===== config.mk =====
export PLATFORM = sky130hd
export DESIGN_NAME = ptw_walker
export DESIGN_NICKNAME = d
export VERILOG_FILES = /design/src/rtl/ptw_pkg.sv /design/src/rtl/ptw_entry_addr.sv /design/src/rtl/ptw_leaf.sv /design/src/rtl/ptw_walker.sv
export SDC_FILE = /design/constraint.sdc
export NUM_CORES = 1
export LEC_CHECK = 0
export BUFFER_PORTS_ARGS = -buffer_cell sky130_fd_sc_hd__buf_4
export CORE_ASPECT_RATIO = 0.7
export CORE_MARGIN = 10
export CORE_UTILIZATION = 40
export CTS_BUF_LIST = sky130_fd_sc_hd__clkbuf_8
export DETAILED_ROUTE_END_ITERATION = 10
export GPL_TIMING_DRIVEN = 0
export MAX_ROUTING_LAYER = met4
export PLACE_DENSITY = 0.71
export SKIP_LAST_GASP = 1
export SLEW_MARGIN = 10
export SYNTH_ARGS = -nofsm -noshare
export SYNTH_HDL_FRONTEND = slang
export SYNTH_SLANG_ARGS = --single-unit

===== constraint.sdc =====
create_clock -name clk -period 1.95 [get_ports clk]
set_input_delay 0.585 -clock clk [delete_from_list [all_inputs] [get_ports clk]]
set_output_delay 0.585 -clock clk [all_outputs]
set_load 0.005 [all_outputs]

===== src/rtl/ptw_pkg.sv =====
package ptw_pkg;
    localparam int VA_W   = 48;
    localparam int PA_W   = 52;
    localparam int ENT_W  = 64;
    localparam int OFF_W  = 12;
    localparam int IDX_W  = 9;
    localparam int LEVELS = 4;
    localparam int LVL_W  = $clog2(LEVELS);
    localparam int ESH    = $clog2(ENT_W / 8);

    localparam int BIT_P  = 0;
    localparam int BIT_W  = 1;
    localparam int BIT_U  = 2;
    localparam int BIT_PS = 7;
    localparam int BIT_NX = 63;

    typedef enum logic [1:0] {ST_IDLE, ST_ISSUE, ST_WAIT, ST_DONE} st_e;
    typedef enum logic [1:0] {FLT_NONE = 2'd0, FLT_ABSENT = 2'd1, FLT_PROT = 2'd2} flt_e;

    typedef struct packed {
        st_e              st;
        logic [VA_W-1:0]  va;
        logic [PA_W-1:0]  base;
        logic [LVL_W-1:0] lvl;
        logic             wr;
        logic             usr;
        logic             fch;
        logic             ok_w;
        logic             ok_u;
        logic             nx;
        logic [PA_W-1:0]  pa;
        flt_e             flt;
    } walk_t;
endpackage


===== src/rtl/ptw_entry_addr.sv =====
module ptw_entry_addr
    import ptw_pkg::*;
(
    input  logic [VA_W-1:0]  va,
    input  logic [PA_W-1:0]  base,
    input  logic [LVL_W-1:0] lvl,
    output logic [PA_W-1:0]  addr
);
    logic [IDX_W-1:0] idx [LEVELS];

    for (genvar g = 0; g < LEVELS; g++) begin : g_idx
        assign idx[g] = va[OFF_W + g*IDX_W +: IDX_W];
    end

    assign addr = {base[PA_W-1:OFF_W], {OFF_W{1'b0}}}
                + PA_W'({idx[lvl], {ESH{1'b0}}});
endmodule


===== src/rtl/ptw_leaf.sv =====
module ptw_leaf
    import ptw_pkg::*;
(
    input  logic [ENT_W-1:0] entry,
    input  logic [VA_W-1:0]  va,
    input  logic [LVL_W-1:0] lvl,
    input  logic             wr,
    input  logic             usr,
    input  logic             fch,
    input  logic             ok_w,
    input  logic             ok_u,
    input  logic             nx,
    output logic             present,
    output logic             leaf,
    output logic             nxt_w,
    output logic             nxt_u,
    output logic             nxt_nx,
    output logic [PA_W-1:0]  pa,
    output logic [PA_W-1:0]  next_base,
    output flt_e             flt
);
    logic [LEVELS-1:0] stop;
    logic [PA_W-1:0]   pg [LEVELS];
    logic              denied;

    for (genvar g = 0; g < LEVELS; g++) begin : g_lvl
        localparam int SH = OFF_W + g*IDX_W;
        if (g == 0) begin : g_base
            assign stop[g] = 1'b1;
            assign pg[g]   = {entry[PA_W-1:SH], va[SH-1:0]};
        end else if (g == LEVELS-1) begin : g_top
            assign stop[g] = 1'b0;
            assign pg[g]   = '0;
        end else begin : g_large
            assign stop[g] = entry[BIT_PS];
            assign pg[g]   = {entry[PA_W-1:SH], va[SH-1:0]};
        end
    end

    assign present   = entry[BIT_P];
    assign leaf      = stop[lvl];
    assign nxt_w     = ok_w & entry[BIT_W];
    assign nxt_u     = ok_u & entry[BIT_U];
    assign nxt_nx    = nx | entry[BIT_NX];
    assign pa        = pg[lvl];
    assign next_base = {entry[PA_W-1:OFF_W], {OFF_W{1'b0}}};
    assign denied    = (wr & ~nxt_w) | (usr & ~nxt_u) | (fch & nxt_nx);

    always_comb begin
        if (!present)             flt = FLT_ABSENT;
        else if (leaf && denied)  flt = FLT_PROT;
        else                      flt = FLT_NONE;
    end
endmodule


===== src/rtl/ptw_walker.sv =====
module ptw_walker
    import ptw_pkg::*;
(
    input  logic             clk,
    input  logic             rst_n,
    input  logic             req_valid,
    output logic             req_ready,
    input  logic [VA_W-1:0]  req_vaddr,
    input  logic [PA_W-1:0]  req_root,
    input  logic             req_write,
    input  logic             req_user,
    input  logic             req_fetch,
    output logic             mem_req_valid,
    output logic [PA_W-1:0]  mem_req_addr,
    input  logic             mem_rsp_valid,
    input  logic [ENT_W-1:0] mem_rsp_data,
    output logic             done_valid,
    output logic [PA_W-1:0]  done_paddr,
    output logic [1:0]       done_fault,
    output logic [2:0]       done_level
);
    walk_t s_q, s_d;

    logic            present_c, leaf_c, nw_c, nu_c, nnx_c;
    logic [PA_W-1:0] pa_c, nbase_c, addr_c;
    flt_e            flt_c;

    ptw_entry_addr u_addr (
        .va   (s_q.va),
        .base (s_q.base),
        .lvl  (s_q.lvl),
        .addr (addr_c)
    );

    ptw_leaf u_leaf (
        .entry     (mem_rsp_data),
        .va        (s_q.va),
        .lvl       (s_q.lvl),
        .wr        (s_q.wr),
        .usr       (s_q.usr),
        .fch       (s_q.fch),
        .ok_w      (s_q.ok_w),
        .ok_u      (s_q.ok_u),
        .nx        (s_q.nx),
        .present   (present_c),
        .leaf      (leaf_c),
        .nxt_w     (nw_c),
        .nxt_u     (nu_c),
        .nxt_nx    (nnx_c),
        .pa        (pa_c),
        .next_base (nbase_c),
        .flt       (flt_c)
    );

    always_comb begin
        s_d = s_q;
        unique case (s_q.st)
            ST_IDLE: begin
                if (req_valid) begin
                    s_d.st   = ST_ISSUE;
                    s_d.va   = req_vaddr;
                    s_d.base = {req_root[PA_W-1:OFF_W], {OFF_W{1'b0}}};
                    s_d.lvl  = LVL_W'(LEVELS-1);
                    s_d.wr   = req_write;
                    s_d.usr  = req_user;
                    s_d.fch  = req_fetch;
                    s_d.ok_w = 1'b1;
                    s_d.ok_u = 1'b1;
                    s_d.nx   = 1'b0;
                    s_d.pa   = '0;
                    s_d.flt  = FLT_NONE;
                end
            end
            ST_ISSUE: s_d.st = ST_WAIT;
            ST_WAIT: begin
                if (mem_rsp_valid) begin
                    s_d.ok_w = nw_c;
                    s_d.ok_u = nu_c;
                    s_d.nx   = nnx_c;
                    if (!present_c || leaf_c) begin
                        s_d.st  = ST_DONE;
                        s_d.flt = flt_c;
                        s_d.pa  = (flt_c == FLT_NONE) ? pa_c : '0;
                    end else begin
                        s_d.st   = ST_ISSUE;
                        s_d.base = nbase_c;
                        s_d.lvl  = s_q.lvl - LVL_W'(1);
                    end
                end
            end
            ST_DONE: s_d.st = ST_IDLE;
            default: s_d.st = ST_IDLE;
        endcase
    end

    always_ff @(posedge clk) begin
        if (!rst_n) s_q <= '0;
        else        s_q <= s_d;
    end

    assign req_ready     = (s_q.st == ST_IDLE);
    assign mem_req_valid = (s_q.st == ST_ISSUE);
    assign mem_req_addr  = addr_c;
    assign done_valid    = (s_q.st == ST_DONE);
    assign done_paddr    = s_q.pa;
    assign done_fault    = s_q.flt;
    assign done_level    = 3'({1'b0, s_q.lvl}) + 3'd1;

    // done is a single-cycle pulse, after which the walker is idle again
    a_r11_done_pulse: assert property (@(posedge clk) disable iff (!rst_n)
        done_valid |=> !done_valid);
    a_r11_ready_after_done: assert property (@(posedge clk) disable iff (!rst_n)
        done_valid |=> req_ready);
    a_r11_busy_after_accept: assert property (@(posedge clk) disable iff (!rst_n)
        (req_valid && req_ready) |=> !req_ready);
    // the first read targets the top table at the level-4 index
    a_r2_top_addr: assert property (@(posedge clk) disable iff (!rst_n)
        (req_valid && req_ready) |=> (mem_req_valid && mem_req_addr ==
            ({$past(req_root[PA_W-1:OFF_W]), {OFF_W{1'b0}}}
             + PA_W'({$past(req_vaddr[VA_W-1 -: IDX_W]), {ESH{1'b0}}}))));
    // each read request is a one-cycle pulse
    a_r2_single_read: assert property (@(posedge clk) disable iff (!rst_n)
        mem_req_valid |=> !mem_req_valid);
    // a successful walk never ends at the top level
    a_r7_no_top_leaf: assert property (@(posedge clk) disable iff (!rst_n)
        (done_valid && done_fault == 2'd0) |-> (done_level != 3'd4));
endmodule


## Yosys cells after proc, flatten, opt, wreduce, memory -nomap -nowiden

Cells that the tools add are included.

| operators by class | value |
|---|---|
| magnitude comparators | 2 |
| reductions and logical operators | 11 |
| add/sub/neg operators | 3 |
| multiplexer cells | 21 |
| equality and inequality tests | 7 |
| bitwise logic cells | 11 |

Operators with widths:

| operator | count |
|---|---|
| two-way mux 164 bit | 1 |
| two-way mux 54 bit | 3 |
| two-way mux 52 bit | 3 |
| one-hot mux 57 bit (2 select lines) | 1 |
| one-hot mux 54 bit (2 select lines) | 1 |
| binary-select mux 52 bit (select 2 bit) | 1 |
| two-way mux 57 bit | 1 |
| adder 52 x 12 -> 52 bit | 1 |
| binary-select mux 9 bit (select 2 bit) | 1 |
| two-way mux 9 bit | 2 |
| two-way mux 2 bit | 4 |
| inequality test 2 bit (second input constant) | 4 |
| one-hot mux 2 bit (4 select lines) | 1 |
| AND reduction 4 bit | 2 |
| AND 1 bit | 5 |
| == test 2 bit (second input constant) | 2 |
| zero test 2 bit | 2 |
| AND reduction 2 bit | 2 |
| adder 2 x 1 -> 3 bit (second input constant) | 1 |
| >= comparator 3 bit (second input constant) | 1 |
| < comparator 2 x 3 -> 1 bit (second input constant) | 1 |
| NOT 2 -> 3 bit | 1 |
| OR 1 bit | 3 |
| AND reduction 3 bit | 1 |
| other kinds (9) | 10 |

| storage, ports and cells | value |
|---|---|
| flip-flop bits (word level) | 164 |
| word-level logic and storage cells | 67 |
| bits of input ports | 171 |
| output and inout port bits | 112 |

## Longest topological paths before layout

| depth | value |
|---|---|
| depth after elaboration | 13 |
| mapped depth | 7 |
| mapped depth without buffers | 4 |

## Cells and area by module

A second synthesis with hierarchy kept.

| unflattened totals | value |
|---|---|
| cells, all modules | 1032 |
| area total of the unflattened synthesis | 8624.5 um^2 |

Modules (own cells, without submodules):

| module | area each (um^2) | cells each | instances | sequential area each (um^2) |
|---|---|---|---|---|
| ptw_walker | 7091.8 | 832 | 1 | 3283.1 |
| ptw_leaf | 987.2 | 145 | 1 | 0.0 |
| ptw_entry_addr | 545.5 | 55 | 1 | 0.0 |

## Least setup slack after synthesis

Ideal clock, no wire load.

| path | value |
|---|---|
| path kind | reg-to-output |
| start | register s_q[60] in the netlist's numbering |
| end | output mem_req_addr[8] |
| arrival | 1.449 ns |
| path buffers | 2 |
| stages on the path, launching flop included | 4 |
| slack | -0.084 ns |
| data required time | 1.365 ns |
| cell sequence | dfxtp_1 -> buf_2 -> buf_2 -> mux4_2 |

| on the way | value |
|---|---|
| cells in the longest elaborated chain, start to end | 5 |

Ends and longest elaborated chain:

| element | RTL line | RTL |
|---|---|---|
| start, declared | ptw_walker.sv:22 | `walk_t s_q, s_d;` |
| start signal, assigned | ptw_walker.sv:97 | `if (!rst_n) s_q <= '0;` |
| start signal, assigned | ptw_walker.sv:98 | `else s_q <= s_d;` |
| NOT 2 -> 3 bit (implied by the code) | ptw_entry_addr.sv:16 | `+ PA_W'({idx[lvl], {ESH{1'b0}}});` |
| binary-select mux 9 bit (select 2 bit) | ptw_entry_addr.sv:16 |  |
| two-way mux 9 bit (implied by the code) (2 in series) | ptw_entry_addr.sv:16 |  |
| adder 52 x 12 -> 52 bit | ptw_entry_addr.sv:16 |  |
| end, declared | ptw_walker.sv:14 | `output logic [PA_W-1:0] mem_req_addr,` |

Every way passes these cells. The select of a mux whose other input is x is not followed.

## Final worst setup path

| path | value |
|---|---|
| start | register s_q[60] in the netlist's numbering |
| end | output mem_req_addr[7] |

Same word-level chain as after synthesis.

==> impl_summary.txt <==
----------------------------------------------------
[Outcome]
  Status ... finished, violations left
  Violated checks ... negative setup slack

[Critical path]
  Maximum cell stage delay along the critical path ... 0.52 ns
  Critical Path End Type ... primary output
  Buffers & Inverters on Critical Path ... 3
  Arrival time worst endpoint ... 1.73 ns
  Critical-path top delay cell ... sky130_fd_sc_hd__mux4_2
  Worst path required time ... 1.36 ns
  Critical path type ... reg -> out
  Sort of element at the start of the critical path ... flop
  Top Family by Delay on Critical Path ... multiplexers
  Critical Path Fanout Max ... 6
  Series of cell instances along the critical path ... buf_12, buf_12, mux4_2, buf_6
  Cell seen most often among critical-path stages ... sky130_fd_sc_hd__buf_12

[CTS]
  Worst-Skew Late Latency ... ~0.47 ns
  TritonCTS Sinks ... between 150 and 200
  Number of clock buffers inserted by TritonCTS ... 17
  CTS H-tree lvls ... 4
  Clock tree from TritonCTS ... yes
  Clock tree root buffer cell ... sky130_fd_sc_hd__clkbuf_8
  Clock slew at the register clock pins of the worst setup and hold paths ... about 0.090 ns
  Max clock buf depth ... 2

[GRT]
  Wire length of the first global-routing pass ... 38100 um
  GRT Util Overall ... a little over a fifth
  Initial antenna violation count ... 0
  Number of global-route vias before repair ... around 6600
  Total overflow reported by the global router ... 0
  Largest net degree at the start of global routing ... 17

[Pwr]
  Internal power ... between 5 and 6 mW
  Clock group share of total power ... around 31%
  Reported net switching power ... 2.45 mW
  Proportion of power drawn by combinational gates ... 25.4%
  Switching power as a share of total power ... slightly above 30%
  Static Leakage ... 4.51 nW
  Sequential Power Share ... 43.4%
  Total power after layout ... 8.01 mW
  Power Dens Cells ... roughly 810 nW/um^2
  Worst vdd rail ir drop ... roughly 420 uV

[STA]
  Final Cycle Share ... 119%
  Final setup violation count ... 10
  Least setup slack across all paths after layout ... -0.364 ns
  Worst slew margin relative to its limit ... roughly 43%
  Setup TNS after final layout ... -3.25 ns
  Worst hold margin ... about 0.35 ns
  Final period demand of the worst path ... 2.31 ns
  Clk_skew ... 0.0142 ns
  Setup repair after global routing missed its margin ... yes
  Actual slew at the worst max-slew pin ... 0.848 ns
  Final slew viol count ... 0
  Top achievable clock speed ... 432 MHz
  Final number of hold-violating endpoints ... 0

[Routing]
  Routed via count ... 6781
  Number of DRC markers after the initial detailed-route iteration ... 484
  Detail-routed via count per cell ... around 5
  Wire length reported by the detailed router ... about 26000 um
  First-pass iteration count of the detailed router ... 5
  Post-detailed-route count of antenna-violating nets ... 0
  Residual DRC ... 0
  Routed wirelength normalized by instance count ... 19.4 um

[Placement]
  Setup Slack @ Placement ... -0.554 ns
  Routability congestion estimate ... between 0.8 and 0.9
  Number of placed instances with taps included ... 1295
  Detailed-placement wirelength estimate ... 20300 um
  Input/output buffers ... 247
  Cell area after placement ... 9240 um^2

[Finish]
  Commonest non-fill, non-tap cell in the layout ... sky130_fd_sc_hd__buf_4
  Final core utilization ... 56.9%
  Non-filler instance count after layout ... 1328
  Share of final-layout standard cells stronger than drive strength 1 ... between 40% and 50%
  # nets final ... 1256
  Post-layout instance area ... 9830 um^2
  Layout area overhead ... 38.8%
  Most used cells in the layout excluding fill and tap cells ... sky130_fd_sc_hd__buf_4 (343), sky130_fd_sc_hd__dfxtp_1 (148), sky130_fd_sc_hd__nand2_1 (137)
  Final antenna diode count ... 0

[Die]
  Die ar. ... 23500 um^2
  Total I/O pin count ... 283
  Initial Util ... 41.0%
  Core Box Area ... 17300 um^2
  Die span in x ... 179 um
  Chip height ... roughly 130 um
  Row count ... 40

[Synth]
  Fraction of synthesis flops using an asynchronous set or reset pin ... 0%
  Commonest register cell after synthesis ... sky130_fd_sc_hd__dfxtp_1
  Post-synthesis instance area ... slightly above 7000 um^2
  FF+latch count, synth ... 152
  Synthesis warning total ... 0
  Avg Cell Area, Syn ... 8.69 um^2
  Number of standard cells after synthesis ... slightly above 800
  Number of flops mapped to enable cells by yosys ... 0
  Netlist cell types ... 41
  Portion of the post-synthesis area used by sequential elements ... 43.0%

[Worst hold path]
  Tightest Hold Check Type ... in -> reg

[Flow run]
  Max-Cap Viols ... 0

----------------------------------------------------
[power groups by stage]
stage               Sequential (mW)  Clock (mW)  Combinational (mW)
floorplan                      3.49           0                1.10
global placement               3.54           0                1.91
detailed placement             3.54           0                1.93
CTS                            3.47        2.53                2.01
global route                   3.51        2.67                2.21
finish                         3.48        2.50                2.03
[Yosys cell counts (3+ instances only)]
library cell | count | area share, %
sky130_fd_sc_hd__o31ai_1 | 10 | 1.1
sky130_fd_sc_hd__nand2b_1 | 3 | 0.27
sky130_fd_sc_hd__buf_4 | 98 | 10
sky130_fd_sc_hd__clkbuf_1 | 51 | 2.7
sky130_fd_sc_hd__a22o_1 | 30 | 3.7
sky130_fd_sc_hd__mux2i_1 | 10 | 1.4
sky130_fd_sc_hd__and2_1 | 15 | 1.3
sky130_fd_sc_hd__nor2b_1 | 3 | 0.27
sky130_fd_sc_hd__o211a_1 | 18 | 2.5
sky130_fd_sc_hd__buf_6 | 5 | 0.80
sky130_fd_sc_hd__nand3_1 | 9 | 0.64
sky130_fd_sc_hd__nor2_1 | 26 | 1.4
sky130_fd_sc_hd__a311oi_1 | 10 | 1.2
sky130_fd_sc_hd__buf_2 | 12 | 0.85
sky130_fd_sc_hd__a21oi_1 | 109 | 7.7
sky130_fd_sc_hd__a211oi_1 | 12 | 1.3
sky130_fd_sc_hd__dfxtp_1 | 152 | 43
sky130_fd_sc_hd__a32o_1 | 12 | 1.7
sky130_fd_sc_hd__o21ai_0 | 12 | 0.85
sky130_fd_sc_hd__o21a_1 | 5 | 0.53
sky130_fd_sc_hd__inv_1 | 10 | 0.53
sky130_fd_sc_hd__o211ai_1 | 28 | 3.0
sky130_fd_sc_hd__nand2_1 | 137 | 7.3
sky130_fd_sc_hd__o22ai_1 | 9 | 0.80
sky130_fd_sc_hd__mux4_2 | 9 | 2.9
[sequential cells by signal, summed over array words and instances (netlist names)]
signal and flops:
done_paddr 52, done_fault 2, s_q 98
[cells by family (layout without fill, tap and decap cells)]
| kind of cell | after synthesis | after routing | share of synthesized area, % |
|---|---|---|---|
| AOI/OAI and AO/OA | 262 | 262 | 25.2 |
| DFF | 152 | 152 | 43.0 |
| and+or+nand+nor | 201 | 201 | 11.9 |
| other | 1 | 3 | 0.0530 |
| buffers and inverters | 179 | 459 | 15.4 |
| adders and majority gates | 1 | 1 | 0.177 |
| muxes | 19 | 19 | 4.28 |
[what timing repair did]
item / 4_1_cts / 5_1_grt
endpoints found under the setup margin: 75 / 134
buffers inserted: 4 / 0
resized for setup: 31 / 41
cloned: 0 / 0
hold buffers: 0 / 0
[worst register-to-register path, stage by stage, from the launching register on]
cell                       delay, ns
sky130_fd_sc_hd__dfxtp_2        0.40
sky130_fd_sc_hd__mux2i_1        0.12
sky130_fd_sc_hd__nor2_2         0.30
sky130_fd_sc_hd__clkbuf_1       0.52
sky130_fd_sc_hd__o211ai_1       0.23
sky130_fd_sc_hd__o211a_1        0.19
[layout make-up]
cell class                      instances  area, um^2
Fill cell                            1650        7440
Sequential cell                       152        3050
Multi-Input combinational cell        486        3010
Timing Repair Buffer                  251        1930
Buffer                                165        1110
Tap cell                              231         289
Clock buffer                           19         262
Clock inverter                         13         143
Inverter                               11        41.3
[per-layer routing]
layer	routed length (um)	share of wire (%)	up-vias	track usage, %
met3	2770	11	19	9.30
met2	11200	43	265	30.8
li1	-	-	3319	-
met1	11700	45	3178	27.7
met4	190	0.74	0	3.89
met5	0	0	-	-
[final timing paths]
check | end | depth (start not counted) | slack (ns) | startpoint
max | mem_req_addr[7] | 4 | -0.36 | s_q[60]
min | s_q[129] | 3 | 0.35 | req_vaddr[15]
max reg2reg | s_q[81] | 5 | 0.09 | s_q[163]
min reg2reg | s_q[146] | 2 | 0.46 | s_q[146]
Power figures use the tool's default switching activity.
